<file path="src/rtl/los_pkg.sv">
// Shared types for the loss-of-signal monitor.
// Assumes: nothing beyond IEEE 1800-2017.
package los_pkg;

    // Line state as seen by the monitor.
    typedef enum logic {
        LINE_OK   = 1'b0,
        LINE_LOST = 1'b1
    } line_state_e;

endpackage

</file>
<file path="src/rtl/los_zero_run.sv">
// Counts consecutive received spaces and flags the bit that completes a
// run of RUN_LEN spaces. The count saturates at RUN_LEN.
// Assumes: one bit per cycle with bit_en high; RUN_LEN >= 2.
module los_zero_run #(
    parameter int RUN_LEN = 175
) (
    input  logic clk,
    input  logic rst_n,
    input  logic bit_en,
    input  logic mark,
    output logic run_hit
);
    localparam int CW = $clog2(RUN_LEN + 1);
    localparam logic [CW-1:0] CNT_MAX  = CW'(RUN_LEN);
    localparam logic [CW-1:0] CNT_LAST = CW'(RUN_LEN - 1);

    logic [CW-1:0] run_cnt;

    // Space-run counter: a mark clears it, a space advances it up to the limit.
    always_ff @(posedge clk) begin
        if (!rst_n) begin
            run_cnt <= '0;
        end else if (bit_en) begin
            if (mark)
                run_cnt <= '0;
            else if (run_cnt != CNT_MAX)
                run_cnt <= run_cnt + 1'b1;
        end
    end

    // The current space brings the run to RUN_LEN or keeps it saturated.
    always_comb begin
        run_hit = bit_en && !mark && (run_cnt >= CNT_LAST);
    end


    zero_sat_chk: assert property (@(posedge clk) disable iff (!rst_n)
        run_cnt <= CNT_MAX);


    mark_clear_chk: assert property (@(posedge clk) disable iff (!rst_n)
        (bit_en && mark) |=> (run_cnt == '0));

endmodule

</file>
<file path="src/rtl/los_density_win.sv">
// Keeps the last WIN bits in a shift register with a running mark count,
// updated by one add and one subtract per bit. Flags the bit after which
// the window holds at least MIN_MARKS marks.
// Assumes: MIN_MARKS <= WIN.
module los_density_win #(
    parameter int WIN       = 32,
    parameter int MIN_MARKS = 4
) (
    input  logic clk,
    input  logic rst_n,
    input  logic bit_en,
    input  logic mark,
    output logic dense_hit
);
    localparam int PW = $clog2(WIN + 1);
    localparam logic [PW-1:0] NEED = PW'(MIN_MARKS);

    logic [WIN-1:0] win_bits;
    logic [PW-1:0]  pop;
    logic [PW-1:0]  pop_nxt;

    // Next mark count: add the incoming bit, drop the bit that leaves.
    always_comb begin
        pop_nxt   = pop + PW'(mark) - PW'(win_bits[WIN-1]);
        dense_hit = bit_en && (pop_nxt >= NEED);
    end

    // Window shift register and running count.
    always_ff @(posedge clk) begin
        if (!rst_n) begin
            win_bits <= '0;
            pop      <= '0;
        end else if (bit_en) begin
            win_bits <= {win_bits[WIN-2:0], mark};
            pop      <= pop_nxt;
        end
    end


    pop_match_chk: assert property (@(posedge clk) disable iff (!rst_n)
        int'(pop) == $countones(win_bits));


    idle_hold_chk: assert property (@(posedge clk) disable iff (!rst_n)
        !bit_en |=> $stable(win_bits));

endmodule

</file>
<file path="src/rtl/los_state.sv">
// Holds the loss flag: it enters on a completed space run and leaves on the
// density test. It also emits a one-cycle pulse after each transition.
// Assumes: run_hit and dense_hit are already qualified by bit_en.
module los_state (
    input  logic clk,
    input  logic rst_n,
    input  logic bit_en,
    input  logic run_hit,
    input  logic dense_hit,
    output logic los,
    output logic los_change
);
    import los_pkg::*;

    line_state_e st, st_nxt;

    // Next-state choice: the entry and exit tests differ (hysteresis).
    always_comb begin
        st_nxt = st;
        unique case (st)
            LINE_OK:   if (run_hit)   st_nxt = LINE_LOST;
            LINE_LOST: if (dense_hit) st_nxt = LINE_OK;
            default:   st_nxt = LINE_OK;
        endcase
    end

    // State register and change pulse.
    always_ff @(posedge clk) begin
        if (!rst_n) begin
            st         <= LINE_OK;
            los_change <= 1'b0;
        end else begin
            st         <= st_nxt;
            los_change <= (st_nxt != st);
        end
    end

    assign los = (st == LINE_LOST);


    enter_chk: assert property (@(posedge clk) disable iff (!rst_n)
        $rose(los) |-> $past(run_hit));


    leave_chk: assert property (@(posedge clk) disable iff (!rst_n)
        $fell(los) |-> $past(dense_hit));


    pulse_chk: assert property (@(posedge clk) disable iff (!rst_n)
        (los != $past(los)) |-> los_change);


    pulse_single_chk: assert property (@(posedge clk) disable iff (!rst_n)
        los_change |=> !los_change);


    idle_chk: assert property (@(posedge clk) disable iff (!rst_n)
        !bit_en |=> (!los_change && $stable(los)));

endmodule

</file>
<file path="src/rtl/los_monitor.sv">
// Loss-of-signal monitor top: space-run detector, sliding density window
// and loss flag, plus mark forwarding and the clock-switch select.
// Assumes: LOS_RUN in 160..190 for line use; WIN_BITS >= MIN_MARKS.
module los_monitor #(
    parameter int LOS_RUN   = 175,
    parameter int WIN_BITS  = 32,
    parameter int MIN_MARKS = 4
) (
    input  logic clk,
    input  logic rst_n,
    input  logic bit_en,
    input  logic rx_mark,
    output logic mark_out,
    output logic los,
    output logic clk_sel_ref,
    output logic los_change
);
    logic run_hit;
    logic dense_hit;

    los_zero_run #(.RUN_LEN(LOS_RUN)) u_run (
        .clk     (clk),
        .rst_n   (rst_n),
        .bit_en  (bit_en),
        .mark    (rx_mark),
        .run_hit (run_hit)
    );

    los_density_win #(.WIN(WIN_BITS), .MIN_MARKS(MIN_MARKS)) u_win (
        .clk       (clk),
        .rst_n     (rst_n),
        .bit_en    (bit_en),
        .mark      (rx_mark),
        .dense_hit (dense_hit)
    );

    los_state u_state (
        .clk        (clk),
        .rst_n      (rst_n),
        .bit_en     (bit_en),
        .run_hit    (run_hit),
        .dense_hit  (dense_hit),
        .los        (los),
        .los_change (los_change)
    );

    // Marks are forwarded regardless of the loss flag; the flag drives the switch.
    assign mark_out    = rx_mark & bit_en;
    assign clk_sel_ref = los;

endmodule

</file>
<file path="config.mk">
export PLATFORM = sky130hd
export DESIGN_NAME = los_monitor
export DESIGN_NICKNAME = d
export VERILOG_FILES = /design/src/rtl/los_pkg.sv /design/src/rtl/los_zero_run.sv /design/src/rtl/los_density_win.sv /design/src/rtl/los_state.sv /design/src/rtl/los_monitor.sv
export SDC_FILE = /design/constraint.sdc
export NUM_CORES = 1
export LEC_CHECK = 0
export CORE_MARGIN = 4
export CORE_UTILIZATION = 56
export DETAILED_ROUTE_END_ITERATION = 12
export GPL_ROUTABILITY_DRIVEN = 0
export GPL_TIMING_DRIVEN = 0
export MAX_ROUTING_LAYER = met4
export PLACE_DENSITY_LB_ADDON = 0.05
export SYNTH_ARGS = -nofsm -noshare
export SYNTH_HDL_FRONTEND = slang
export SYNTH_SLANG_ARGS = --single-unit
export TNS_END_PERCENT = 5
</file>
<file path="constraint.sdc">
create_clock -name clk -period 2.6 [get_ports clk]
set_input_delay 0.52 -clock clk [delete_from_list [all_inputs] [get_ports clk]]
set_output_delay 0.52 -clock clk [all_outputs]
set_load 0.01 [all_outputs]
</file>
==> flow_metrics.tcl <==
set metrics [dict create \
    grt_usage 0.169 \
    cts_sinks 48 \
    dp_hpwl_microns 2790 \
    arrival_ps 1940 \
    whs_ps 497 \
    num_antenna_cells 0 \
    worst_path_max_delay_cell "clkdlybuf4s50_1" \
    worstPathCellList "clkdlybuf4s50_1, buf_6, nand2_1, inv_1, clkdlybuf4s50_1" \
    cp-end-kind "output port" \
    yosysWarnings 0 \
    worst_path_most_repeated_cell "clkdlybuf4s50_1" \
    slew_headroom 0.740 \
    finalMaxSlewViolations 0 \
    overflow 0 \
    row_count 22 \
    fp.dieH_microns 71.8 \
    netlist_area_sq_um 2280 \
    setup_viol 0 \
    hold_path_class "register to register" \
    drive_gt1_frac 0.0857 \
    cts_max_path_buffers 2 \
    synth_nets 245 \
    power.density_nw_per_um2 598 \
    cp_max_fo 19 \
    cts_hold_buf 0 \
    ys_ff_latch 48 \
    first_global_vias 1581 \
    cts_buffers 5 \
    wl_microns 3720 \
    peakVddDrop_mv 0.400 \
    fmax_mhz 406 \
    cp-start-kind "primary input" \
    finalSetupTns_ps 0 \
    clock_latency_ps 300 \
    synth_cells 232 \
    cts.htree.levels 2 \
    io_buffers 6 \
    synthFlopType "dfxtp_1" \
    fin_nets 257 \
    finalCriticalPeriod_ps 2460 \
    required_ps 2080 \
    via_per_inst 5.37 \
    async_reset_ff_frac 0 \
    critical_path_class "primary input to output port" \
    worst_slew_pin_slew_ps 388 \
    drtIter0Drc 98 \
    cts_tree "built" \
    antenna_found_initial 0 \
    area_growth_pct 9.35 \
    synth_edf_count 0 \
    grt_max_degree 20 \
    vias 1572 \
    syn_avg_cell_area_sq_um 9.81 \
    power.leakage_uw 0.00101 \
    ys_types 38 \
    ant_nets 0 \
    post_cts_resized 0 \
    max_cap_violations 0 \
    drcViolationCount 0 \
    power_uw 1490 \
    rsz0062_at_grt "no" \
    ys_seq_area_frac 0.422 \
    start_util 0.599 \
    outcome "finished, final reports clean" \
    die_w_microns 71.8 \
    grt_pass1_wl_microns 6670 \
    pin_count 8 \
    dieArea_sq_um 5150 \
    clockRootBuffer "clkbuf_8" \
    yosysTopAreaCell "dfxtp_1" \
    core_sq_um 3800 \
    wl_per_cell_microns 12.7 \
    finalHoldViolCount 0 \
    max_stage_delay_ps 520 \
    fin_skew_ps 16.5 \
    firstDrtPassIters 4 \
    clk_pin_slew_ps 80 \
    netlist_top_cells_area "dfxtp_1 42%, mux2i_1 16%, nor2b_1 10%" \
    synth_top_cell_area_share 0.422 \
    finalCritPeriodShare 0.947 \
    postCtsSetupRepairBufs 0 \
]
[critical path, delay by kind of cell]
kind	cells	cell delay, ps
buffers and inverters	4	1280
and+or+nand+nor	1	120
[final timing paths]
check | from | to | slack, ps | cells past startpoint
setup / recovery | bit_en | mark_out | 140 | 5
hold / removal | u_win.win_bits[0] | u_win.win_bits[0] | 500 | 2
setup reg to reg | u_win.pop[0] | u_state.los_change | 440 | 8
hold reg to reg | u_win.win_bits[0] | u_win.win_bits[0] | 500 | 2
[cell usage after synthesis (all sizes together), types with 4 or more instances]
library cell / n
a21oi: 11
buf: 7
clkbuf: 5
dfxtp: 48
ha: 8
inv: 14
mux2i: 37
nand2: 16
nor2: 5
nor2b: 37
o21ai: 5
or3: 4
xnor2: 5
xor2: 4
[registers in the layout (all words and copies together), names as in the netlist]
register,count
u_run.run_cnt,8
u_state.los,1
u_state.los_change,1
u_win.pop,6
u_win.win_bits,32
[final cells by class]
cell class	instances	area [sq um]
buffer	11	65.1
clock buffer	6	82.6
clock inverter	2	13.8
fill	321	1310
inverter	14	52.6
multi-input combinational	158	1190
sequential	48	961
tap	48	60.1
timing repair buffer	6	60.1
[report_power, final]
group          total [uW]  internal [uW]  leakage, uW  switching (uW)
combinational         249            114     0.000574             135
clock                 464            218    0.0000516             247
sequential            775            754     0.000388            20.9
total                1490           1090      0.00101             402
[routing by layer]
layer	vias up	GRT usage	share of wire
met2	24	0.291	0.48
met4	0	0.0647	0.024
li1	813	-	-
met3	10	0.0435	0.030
met1	725	0.185	0.46
met5	-	-	0
[placed cells by master (no fill, tap or decap), types with 2 or more instances in the layout]
cell / count
a21o_1: 2
a21oi_1: 9
a21oi_2: 2
a31oi_1: 3
buf_2: 4
buf_6: 2
clkbuf_1: 4
clkbuf_8: 6
clkdlybuf4s50_1: 6
dfxtp_1: 48
ha_1: 8
inv_1: 14
mux2i_1: 37
nand2_1: 16
nand3_1: 2
nand4_1: 2
nor2_1: 5
nor2b_1: 37
o21ai_0: 4
o41ai_1: 2
or3_1: 4
xnor2_1: 5
xor2_1: 4
[stage by stage]
step                area, sq um  instances  utilization  setup slack, ps
global route               2490        293        0.655             45.9
global placement           2400        286        0.631             -369
finish                     2490        293        0.655              138
detailed placement         2400        286        0.631             -368
CTS                        2490        293        0.655              136
floorplan                  2280        232            -              608
[kinds of logic (layout without fill, tap and decap cells)]
logic type,count (synthesis),count (layout),share of synthesized area
simple gates,71,71,0.177
flops,48,48,0.422
mux,37,37,0.163
compound gates,32,32,0.0973
buf+inv,26,39,0.0533
fa+ha+maj,9,9,0.0528
xor+xnor,9,9,0.0346
Power figures use the tool's default switching activity.
